--- config.mk ---
export PLATFORM = sky130hd
export DESIGN_NAME = accel_ctl_adapter
export DESIGN_NICKNAME = d
export VERILOG_FILES = /design/src/rtl/acc_pkg.sv /design/src/rtl/acc_axil_port.sv /design/src/rtl/acc_core.sv /design/src/rtl/accel_ctl_adapter.sv
export SDC_FILE = /design/constraint.sdc
export NUM_CORES = 1
export LEC_CHECK = 0
export BUFFER_PORTS_ARGS = -buffer_cell sky130_fd_sc_hd__buf_2
export CAP_MARGIN = 40
export CELL_PAD_IN_SITES_DETAIL_PLACEMENT = 1
export CELL_PAD_IN_SITES_GLOBAL_PLACEMENT = 1
export CORE_MARGIN = 8
export CORE_UTILIZATION = 39
export CTS_CLUSTER_DIAMETER = 120
export DETAILED_ROUTE_END_ITERATION = 12
export PLACE_DENSITY_LB_ADDON = 0.1
export REMOVE_ABC_BUFFERS = 1
export SKIP_CTS_REPAIR_TIMING = 1
export SLEW_MARGIN = 5
export SYNTH_ARGS = -nofsm -noshare
export SYNTH_HDL_FRONTEND = slang
export SYNTH_SLANG_ARGS = --single-unit
--- constraint.sdc ---
create_clock -name clk -period 2.88 [get_ports clk]
set_input_delay 0.432 -clock clk [delete_from_list [all_inputs] [get_ports clk]]
set_output_delay 0.432 -clock clk [all_outputs]
set_load 0.05 [all_outputs]
--- src/rtl/acc_pkg.sv ---
package acc_pkg;
  localparam int BUS_W  = 32;
  localparam int ARG_W  = 8;
  // word indices (byte offset / 4)
  localparam int WI_CTRL = 0;
  localparam int WI_A    = 4;
  localparam int WI_B    = 6;
  localparam int WI_BV   = 7;
  localparam int WI_CI   = 8;
  localparam int WI_CO   = 10;
  localparam int WI_COV  = 11;

  typedef enum logic [1:0] {CS_IDLE, CS_WAIT, CS_POST} core_state_t;

  function automatic logic [ARG_W-1:0] acc_sum(input logic [ARG_W-1:0] c,
                                                input logic [ARG_W-1:0] a,
                                                input logic [ARG_W-1:0] b);
    logic [ARG_W+1:0] t;
    t = {2'b00, c} + {2'b00, a} + {2'b00, b};
    return t[ARG_W-1:0];
  endfunction
endpackage

--- src/rtl/acc_axil_port.sv ---
module acc_axil_port #(
  parameter int ADDR_W = 6,
  parameter int DATA_W = 32
) (
  input  logic                  clk,
  input  logic                  rst_n,
  input  logic [ADDR_W-1:0]     awaddr,
  input  logic                  awvalid,
  output logic                  awready,
  input  logic [DATA_W-1:0]     wdata,
  input  logic [DATA_W/8-1:0]   wstrb,
  input  logic                  wvalid,
  output logic                  wready,
  output logic                  bvalid,
  input  logic                  bready,
  input  logic [ADDR_W-1:0]     araddr,
  input  logic                  arvalid,
  output logic                  arready,
  output logic [DATA_W-1:0]     rdata,
  output logic                  rvalid,
  input  logic                  rready,
  output logic                  wr_fire,
  output logic [ADDR_W-1:0]     wr_addr,
  output logic [DATA_W-1:0]     wr_data,
  output logic [DATA_W/8-1:0]   wr_strb,
  output logic                  rd_fire,
  output logic [ADDR_W-1:0]     rd_addr,
  input  logic [DATA_W-1:0]     rd_word
);
  localparam int STRB_W = DATA_W / 8;

  logic              aw_held, w_held;
  logic [ADDR_W-1:0] aw_q;
  logic [DATA_W-1:0] w_q;
  logic [STRB_W-1:0] s_q;
  logic              aw_take, w_take;

  assign awready = !aw_held && !bvalid;
  assign wready  = !w_held && !bvalid;
  assign aw_take = awvalid && awready;
  assign w_take  = wvalid && wready;
  assign wr_fire = aw_held && w_held && !bvalid;
  assign wr_addr = aw_q;
  assign wr_data = w_q;
  assign wr_strb = s_q;

  always_ff @(posedge clk) begin
    if (!rst_n) begin
      aw_held <= 1'b0;
      w_held  <= 1'b0;
      aw_q    <= '0;
      w_q     <= '0;
      s_q     <= '0;
      bvalid  <= 1'b0;
    end else begin
      if (aw_take) begin
        aw_held <= 1'b1;
        aw_q    <= awaddr;
      end
      if (w_take) begin
        w_held <= 1'b1;
        w_q    <= wdata;
        s_q    <= wstrb;
      end
      if (wr_fire) begin
        aw_held <= 1'b0;
        w_held  <= 1'b0;
        bvalid  <= 1'b1;
      end else if (bvalid && bready) begin
        bvalid <= 1'b0;
      end
    end
  end

  assign arready = !rvalid;
  assign rd_fire = arvalid && arready;
  assign rd_addr = araddr;

  always_ff @(posedge clk) begin
    if (!rst_n) begin
      rvalid <= 1'b0;
      rdata  <= '0;
    end else if (rd_fire) begin
      rvalid <= 1'b1;
      rdata  <= rd_word;
    end else if (rvalid && rready) begin
      rvalid <= 1'b0;
    end
  end

  // response only once both halves have been captured
  assert_resp_after_both_R3: assert property (@(posedge clk) disable iff (!rst_n)
    $rose(bvalid) |-> $past(aw_held && w_held));
  assert_bhold_R3: assert property (@(posedge clk) disable iff (!rst_n)
    (bvalid && !bready) |=> bvalid);
  // read data held until accepted
  assert_rhold_R11: assert property (@(posedge clk) disable iff (!rst_n)
    (rvalid && !rready) |=> (rvalid && $stable(rdata)));
endmodule

--- src/rtl/acc_core.sv ---
module acc_core
  import acc_pkg::*;
(
  input  logic             clk,
  input  logic             rst_n,
  input  logic             start_set,
  input  logic             bv_wr,
  input  logic             bv_wval,
  input  logic             ctrl_rd,
  input  logic             cout_rd,
  input  logic [ARG_W-1:0] a_q,
  input  logic [ARG_W-1:0] b_q,
  input  logic [ARG_W-1:0] cin_q,
  output logic             start_q,
  output logic             done_q,
  output logic             idle,
  output logic             bv_q,
  output logic             cov_q,
  output logic [ARG_W-1:0] cout_q
);
  core_state_t st;
  logic start_accept, b_consume, post_taken;

  assign idle         = (st == CS_IDLE);
  assign start_accept = idle && start_q;
  assign b_consume    = (st == CS_WAIT) && bv_q;
  assign post_taken   = (st == CS_POST) && cout_rd;

  always_ff @(posedge clk) begin
    if (!rst_n) begin
      st      <= CS_IDLE;
      start_q <= 1'b0;
      done_q  <= 1'b0;
      bv_q    <= 1'b0;
      cov_q   <= 1'b0;
      cout_q  <= '0;
    end else begin
      if (start_accept)            start_q <= 1'b0;
      else if (start_set && idle)  start_q <= 1'b1;

      if (bv_wr)          bv_q <= bv_wval;
      else if (b_consume) bv_q <= 1'b0;

      if (post_taken)     done_q <= 1'b1;
      else if (ctrl_rd)   done_q <= 1'b0;

      case (st)
        CS_IDLE: if (start_accept) st <= CS_WAIT;
        CS_WAIT: if (b_consume) begin
          st     <= CS_POST;
          cout_q <= acc_sum(cin_q, a_q, b_q);
          cov_q  <= 1'b1;
        end
        CS_POST: if (post_taken) begin
          st    <= CS_IDLE;
          cov_q <= 1'b0;
        end
        default: st <= CS_IDLE;
      endcase
    end
  end

  assert_start_clr_R4: assert property (@(posedge clk) disable iff (!rst_n)
    start_accept |=> !start_q);
  assert_stall_R5: assert property (@(posedge clk) disable iff (!rst_n)
    (st == CS_WAIT && !bv_q) |=> (st == CS_WAIT && !cov_q));
  assert_bclr_R6: assert property (@(posedge clk) disable iff (!rst_n)
    (b_consume && !bv_wr) |=> !bv_q);
  assert_ovld_R6: assert property (@(posedge clk) disable iff (!rst_n)
    $rose(cov_q) |-> $past(b_consume));
  assert_done_R8: assert property (@(posedge clk) disable iff (!rst_n)
    $rose(done_q) |-> $past(cout_rd));
endmodule

--- src/rtl/accel_ctl_adapter.sv ---
module accel_ctl_adapter
  import acc_pkg::*;
#(
  parameter int ADDR_W = 6
) (
  input  logic              clk,
  input  logic              rst_n,
  input  logic [ADDR_W-1:0] s_awaddr,
  input  logic              s_awvalid,
  output logic              s_awready,
  input  logic [31:0]       s_wdata,
  input  logic [3:0]        s_wstrb,
  input  logic              s_wvalid,
  output logic              s_wready,
  output logic [1:0]        s_bresp,
  output logic              s_bvalid,
  input  logic              s_bready,
  input  logic [ADDR_W-1:0] s_araddr,
  input  logic              s_arvalid,
  output logic              s_arready,
  output logic [31:0]       s_rdata,
  output logic [1:0]        s_rresp,
  output logic              s_rvalid,
  input  logic              s_rready
);
  localparam int IDX_W = ADDR_W - 2;

  logic              wr_fire, rd_fire;
  logic [ADDR_W-1:0] wr_addr, rd_addr;
  logic [BUS_W-1:0]  wr_data, rd_word;
  logic [3:0]        wr_strb;
  logic [IDX_W-1:0]  wr_idx, rd_idx;
  logic              wr_lo;
  logic [ARG_W-1:0]  a_q, b_q, cin_q, cout_q;
  logic              start_q, done_q, idle, bv_q, cov_q;

  assign s_bresp = 2'b00;
  assign s_rresp = 2'b00;
  assign wr_idx  = wr_addr[ADDR_W-1:2];
  assign rd_idx  = rd_addr[ADDR_W-1:2];
  assign wr_lo   = wr_fire && wr_strb[0];

  acc_axil_port #(.ADDR_W(ADDR_W), .DATA_W(BUS_W)) u_port (
    .clk(clk), .rst_n(rst_n),
    .awaddr(s_awaddr), .awvalid(s_awvalid), .awready(s_awready),
    .wdata(s_wdata), .wstrb(s_wstrb), .wvalid(s_wvalid), .wready(s_wready),
    .bvalid(s_bvalid), .bready(s_bready),
    .araddr(s_araddr), .arvalid(s_arvalid), .arready(s_arready),
    .rdata(s_rdata), .rvalid(s_rvalid), .rready(s_rready),
    .wr_fire(wr_fire), .wr_addr(wr_addr), .wr_data(wr_data), .wr_strb(wr_strb),
    .rd_fire(rd_fire), .rd_addr(rd_addr), .rd_word(rd_word)
  );

  always_ff @(posedge clk) begin
    if (!rst_n) begin
      a_q   <= '0;
      b_q   <= '0;
      cin_q <= '0;
    end else if (wr_lo) begin
      if (wr_idx == IDX_W'(WI_A))  a_q   <= wr_data[ARG_W-1:0];
      if (wr_idx == IDX_W'(WI_B))  b_q   <= wr_data[ARG_W-1:0];
      if (wr_idx == IDX_W'(WI_CI)) cin_q <= wr_data[ARG_W-1:0];
    end
  end

  acc_core u_core (
    .clk(clk), .rst_n(rst_n),
    .start_set(wr_lo && wr_idx == IDX_W'(WI_CTRL) && wr_data[0]),
    .bv_wr(wr_lo && wr_idx == IDX_W'(WI_BV)),
    .bv_wval(wr_data[0]),
    .ctrl_rd(rd_fire && rd_idx == IDX_W'(WI_CTRL)),
    .cout_rd(rd_fire && rd_idx == IDX_W'(WI_CO)),
    .a_q(a_q), .b_q(b_q), .cin_q(cin_q),
    .start_q(start_q), .done_q(done_q), .idle(idle),
    .bv_q(bv_q), .cov_q(cov_q), .cout_q(cout_q)
  );

  always_comb begin
    rd_word = '0;
    case (int'(rd_idx))
      WI_CTRL: rd_word[2:0]       = {idle, done_q, start_q};
      WI_A:    rd_word[ARG_W-1:0] = a_q;
      WI_B:    rd_word[ARG_W-1:0] = b_q;
      WI_BV:   rd_word[0]         = bv_q;
      WI_CI:   rd_word[ARG_W-1:0] = cin_q;
      WI_CO:   rd_word[ARG_W-1:0] = cout_q;
      WI_COV:  rd_word[0]         = cov_q;
      default: rd_word = '0;
    endcase
  end

  // no mapped word carries anything above bit 7
  assert_upper_zero_R2: assert property (@(posedge clk) disable iff (!rst_n)
    s_rvalid |-> (s_rdata[31:8] == 24'h0));
endmodule

==> impl_metrics.toml, run 1 <==
[setup_path]
cp_data_arrival_time_ns = 2.68
crit_fanout = 3
r2r_cells = 11
r2r_slack_ns = 0.41
critical_path.slowest_cell = "fa_1"
worstSetupEndpointType = "register"
reg2reg_to = "u_core.cout_q[7]"
reg2reg_from = "a_q[0]"
path_common_cell = "inv_1"
crit_chain = "inv_1 > fa_1 > inv_1 > ha_1 > inv_1 > fa_1 > nand2b_1 > a21oi_1 > o22ai_1 > xnor2_1 > a21oi_1"
cp.required_ns = 3.09
cpPeakStageDelay_ns = 0.43
start_kind = "register"
crit_type = "reg2reg"

[min_path]
min_path_cells = 3
hold_end = "u_port.wr_data[4]"
worstHoldStart = "s_wdata[4]"
holdCritPathClass = "in2reg"

[outcome]
status = "finished, final reports clean"

[layout]
seq_area_sq_mm = 0.00126
multi_input_area_sq_mm = 0.00189
syn2layout_area_growth_pct = 10.3
nNetsFinal = 468
mostFrequentLayoutCell = "dfxtp_1"
antenna_cells = 0
drive_gt1_frac = 0.161
layout_common_cells = "63 x dfxtp_1, 44 x nand2_1, 36 x buf_2, 28 x conb_1"
n_fill_cell = 1031

[global_route]
grt_pass1_wl_um = 12800
grt-ovfl-total = 0
grt_usage = 0.138
grt_pass1_vias = 2589
antenna_found_initial = 0
grt_max_degree = 31

[drt]
postRouteWirelength_um = 7980
via_per_inst = 4.97
drc = 0
drtIter0Drc = 67
via_count = 2544
first_pass_iters = 4
final_antenna_net_count = 0
wire_per_inst_um = 15.6

[synth]
synth-edff-count = 0
async_flop_share = 0
synth_top_family_by_area = "simple AND/OR/NAND/NOR gates"
seq_area_frac_synth = 0.374
synth-adder-area-share = 0.0698
ys.warnings.count = 0
synth_flop_cell = "dfxtp_1"
synthMuxAreaShare = 0.101
synthXorXnorAreaFrac = 0.0130
netlist_area_sq_mm = 0.00337
synth_compound_area_frac = 0.142
synth_cell_type_count = 46
netlist_instances = 367
synth_area_per_cell_sq_um = 9.18
synth-simple-area-share = 0.203
synth_seq_cells = 63

[timing]
hold-worst-slack_ns = 0.332
layout_min_cycle_time_ns = 2.47
rsz0062_at_grt = "false"
worst_pin_slew_ns = 0.609
slew_headroom = 0.591
slew_violations = 0
period_share = 0.858
fin_skew_ns = 0.00770
setup_tns_ns = 0
setup_violations = 0
max_freq_mhz = 405
hold_viol = 0

[floorplan]
fp.dieH_um = 109
die_area_sq_mm = 0.0119
core_sq_mm = 0.00855
num_rows = 34
initial_utilization = 0.394
ios = 96
die_w_um = 109

[placement]
gp_congestion = 0.802
hpwl_um = 6140
portBuffers = 36

[clock_network]
htreeDepth = 3
clkTransAtPathRegs_ns = 0.07
clockBufferDepth = 2
cts_root_buffer = "clkbuf_8"
cts_buffers = 9
clock_sinks = 63
cts_tree = "yes"
insertion_delay_ns = 0.34

[power]
ir_worst_vdd_mv = 0.253
power_density_mw_per_mm2 = 516
p_leak_nw = 1.54

[run]
cap_violations = 0
registers in the layout (all words and copies together), names as in the netlist, 2 cells and up:
name	cells
b_q	8
u_core.st	2
cin_q	8
a_q	8
u_port.wr_data	8
u_core.cout_q	8
u_port.rdata	8
u_port.wr_addr	4
how the worst max path moves through the flow:
stage / from / end / slack [ns]
final: a_q[0] / u_core.cout_q[7] / 0.41
after global routing: a_q[0] / u_core.cout_q[7] / 0.23
after CTS: a_q[0] / u_core.cout_q[7] / 0.39
after global placement: a_q[0] / u_core.cout_q[7] / 0.42
after detailed placement: a_q[0] / u_core.cout_q[7] / 0.42
after floorplan: a_q[1] / u_core.cout_q[7] / 0.66
critical path, delay by kind of cell (launching register included):
| kind | cells | cell delay, ns |
|---|---|---|
| adders and majority gates | 3 | 1.00 |
| AOI/OAI and AO/OA | 3 | 0.41 |
| DFF | 1 | 0.38 |
| buffers and inverters | 3 | 0.20 |
| and+or+nand+nor | 1 | 0.20 |
| xor gates and xnor gates | 1 | 0.16 |
cells by family after synthesis:
kind of cell               count (synthesis)
adders and majority gates                 14
muxes                                     33
other                                      1
xor gates and xnor gates                   5
DFF                                       63
buffers and inverters                     57
and+or+nand+nor                          124
AOI/OAI and AO/OA                         70
cell type report:
type	instances	area share
multi-input cells	274	0.507
flip-flops and latches	63	0.339
clock buffers	13	0.0401
repair buffers	38	0.0525
clock inverters	3	0.0114
inverters	13	0.0131
well taps	108	0.0364
routing by layer:
layer | up-vias | GRT usage | part of all wire
met5 | - | 0 | 0
met4 | 0 | 0.0557 | 0.013
met3 | 10 | 0.0355 | 0.064
met2 | 68 | 0.214 | 0.44
met1 | 1197 | 0.180 | 0.48
li1 | 1269 | - | -
report_power, final:
part / total, W / switching [W] / internal, W
registers: 0.000917 / 0.0000268 / 0.000890
clock network: 0.000773 / 0.000350 / 0.000423
logic: 0.000227 / 0.000174 / 0.0000529
cell usage after synthesis (all sizes together) (6+ instances only):
cell type,n,area (sq um)
mux2i,26,260
inv,13,48.8
nor2b,26,163
dfxtp,63,1260
nor3,6,41.3
nand3,13,65.1
clkbuf,13,50.0
nor2,10,37.5
a21boi,22,165
o21ai,14,70.1
a21oi,12,60.1
ha,6,75.1
fa,8,160
mux2,7,78.8
nand2,46,178
buf,31,225
through the flow:
step	power, W	setup slack [ns]	std cells	utilization	instance area, sq um
floorplan	0.00110	0.662	350	-	3200
global placement	0.00116	0.424	496	0.412	3530
detailed placement	0.00116	0.415	496	0.412	3530
CTS	0.00193	0.387	512	0.435	3720
global route	0.00200	0.234	512	0.435	3720
finish	0.00192	0.410	512	0.435	3720
(Power assumes the default switching activity.)
==> inputs of run 2 (changes only) <==
ABC_AREA = 1   (was not set)
CORE_UTILIZATION = 37   (was 39)
SLEW_MARGIN = 10   (was 5)
==> impl_metrics.toml, run 2 <==
[setup_path]
r2r_slack_ns = 0.68
crit_family = "adder cells"
start_kind = "register"
cp_data_arrival_time_ns = 2.46
crit_type = "reg2reg"
critical_path.slowest_cell = "fa_1"
cpPeakStageDelay_ns = 0.42
worstSetupEndpointType = "register"
crit_chain = "inv_1 > fa_1 > inv_1 > ha_1 > inv_1 > fa_1 > inv_1 > nand3_1 > nand3_1 > nand2_1 > nand3_1 > nand3_1 > nand2_1 > inv_1"
crit_fanout = 3
path_buf_inv = 5
cp.required_ns = 3.14
path_common_cell = "inv_1"

[clock_network]
cts_tree = "yes"
cts_buffers = 9
clockBufferDepth = 2
clkTransAtPathRegs_ns = 0.08
clock_sinks = 63
htreeDepth = 3
cts_root_buffer = "clkbuf_8"
insertion_delay_ns = 0.35

[drt]
via_per_inst = 4.74
wire_per_inst_um = 14.6
drtIter0Drc = 62
postRouteWirelength_um = 8590
drc = 0
via_count = 2796
first_pass_iters = 4
final_antenna_net_count = 0

[synth]
synth_flop_cell = "dfxtp_1"
synth.most_common_cell = "dfxtp_1"
async_flop_share = 0
yosysTopAreaCell = "dfxtp_1"
synthTopCellsByCount = "63 x dfxtp_1, 56 x inv_1, 56 x o21ai_0"
ys.warnings.count = 0
seq_area_frac_synth = 0.374
synth_area_leaders = "dfxtp_1 37%, o21ai_0 8.3%, a21oi_1 6.8%"
synth_cell_type_count = 34
yosysTopAreaCellShare = 0.374
synth_area_per_cell_sq_um = 7.67
synth-edff-count = 0
netlist_area_sq_mm = 0.00338
synth_seq_cells = 63
netlist_instances = 440

[placement]
portBuffers = 36
place_area_sq_mm = 0.00351
hpwl_um = 6630
dp_slack_ns = 0.637
gp_congestion = 0.767
dp_cells = 574

[layout]
syn2layout_area_growth_pct = 9.71
finish.utilization = 0.409
mostFrequentLayoutCell = "dfxtp_1"
n_fill_cell = 1167
layout_common_cells = "63 x dfxtp_1, 56 x inv_1, 56 x o21ai_0, 50 x nand2_1, 46 x a21oi_1"
drive_gt1_frac = 0.165
antenna_cells = 0
nNetsFinal = 543
finalInstanceArea_sq_mm = 0.00370
stdcell_count = 590

[timing]
setup_slack_ns = 0.679
slew_violations = 0
period_share = 0.764
rsz0062_at_grt = "false"
slew_headroom = 0.570
max_freq_mhz = 454
setup_violations = 0
hold_viol = 0
worst_pin_slew_ns = 0.644
layout_min_cycle_time_ns = 2.20
fin_skew_ns = 0.0114
setup_tns_ns = 0

[floorplan]
die_area_sq_mm = 0.0124
num_rows = 35
die_w_um = 112
fp.dieH_um = 112
initial_utilization = 0.372
core_sq_mm = 0.00906
ios = 96

[global_route]
grt_pass1_wl_um = 14700
grt-ovfl-total = 0
grt_usage = 0.145
grt_pass1_vias = 2978
grt_max_degree = 28
antenna_found_initial = 0

[outcome]
status = "finished, final reports clean"

[power]
ir_worst_vdd_mv = 0.236
p_leak_nw = 1.62
power_density_mw_per_mm2 = 531

[run]
cap_violations = 0

[min_path]
holdCritPathClass = "in2reg"
run 2: changes by cell type after synthesis, moves of 5 or more:
cell / previous run / this run
a21oi_1: 12 / 46
a21boi_0: 22 / 0
nor2b_1: 26 / 0
nor2_1: 10 / 35
o21ai_0: 14 / 56
mux2_2: 7 / 0
nand3_1: 13 / 26
mux2i_1: 26 / 0
nand2_1: 44 / 50
o21ai_1: 0 / 7
inv_1: 13 / 56
clkbuf_1: 12 / 5
nor2_2: 0 / 5
run 2: layout make-up:
type	count	area, sq um	share of cell area
repair buffers	38	195	0.0527
inverters	60	225	0.0608
flip-flops and latches	63	1260	0.341
well taps	111	139	0.0375
multi-input cells	302	1690	0.455
clock buffers	9	124	0.0334
clock inverters	7	72.6	0.0196
run 2: tightest hold or removal path, cell delays in order:
cell and delay, ns:
buf_2 0.07, o21ai_0 0.07, nor2_1 0.08
run 2: final timing paths:
kind / from / endpoint / depth (start not counted)
worst max-delay path: a_q[0] / u_core.cout_q[7] / 14
worst max register to register: a_q[0] / u_core.cout_q[7] / 14
worst min-delay path: s_awaddr[4] / u_port.wr_addr[4] / 3
worst min register to register: u_core.cout_q[1] / u_core.cout_q[1] / 2
run 2: routing by layer:
metal,up-vias,wire length (um),track usage
met5,-,0,0
li1,1444,-,-
met1,1287,4240,0.181
met2,56,3840,0.231
met4,0,118,0.0492
met3,9,392,0.0465
run 2: stage by stage:
stage	power [W]	hold WS [ns]
CTS	0.00200	0.319
global placement	0.00119	0.440
floorplan	0.00113	0.429
detailed placement	0.00120	0.447
global route	0.00207	0.332
finish	0.00197	0.334
run 2: cells by family after synthesis:
logic type,Yosys count,synth area share
adders and majority gates,14,0.0697
xor gates and xnor gates,7,0.0182
buffers and inverters,102,0.157
and+or+nand+nor,134,0.196
AOI/OAI and AO/OA,119,0.185
other,1,0.00111
DFF,63,0.374
run 2: power breakdown:
group | internal (W) | switching [W] | total (W)
Sequential | 0.000896 | 0.0000248 | 0.000921
Combinational | 0.0000498 | 0.000207 | 0.000257
Clock | 0.000401 | 0.000387 | 0.000787
Total | 0.00135 | 0.000619 | 0.00197
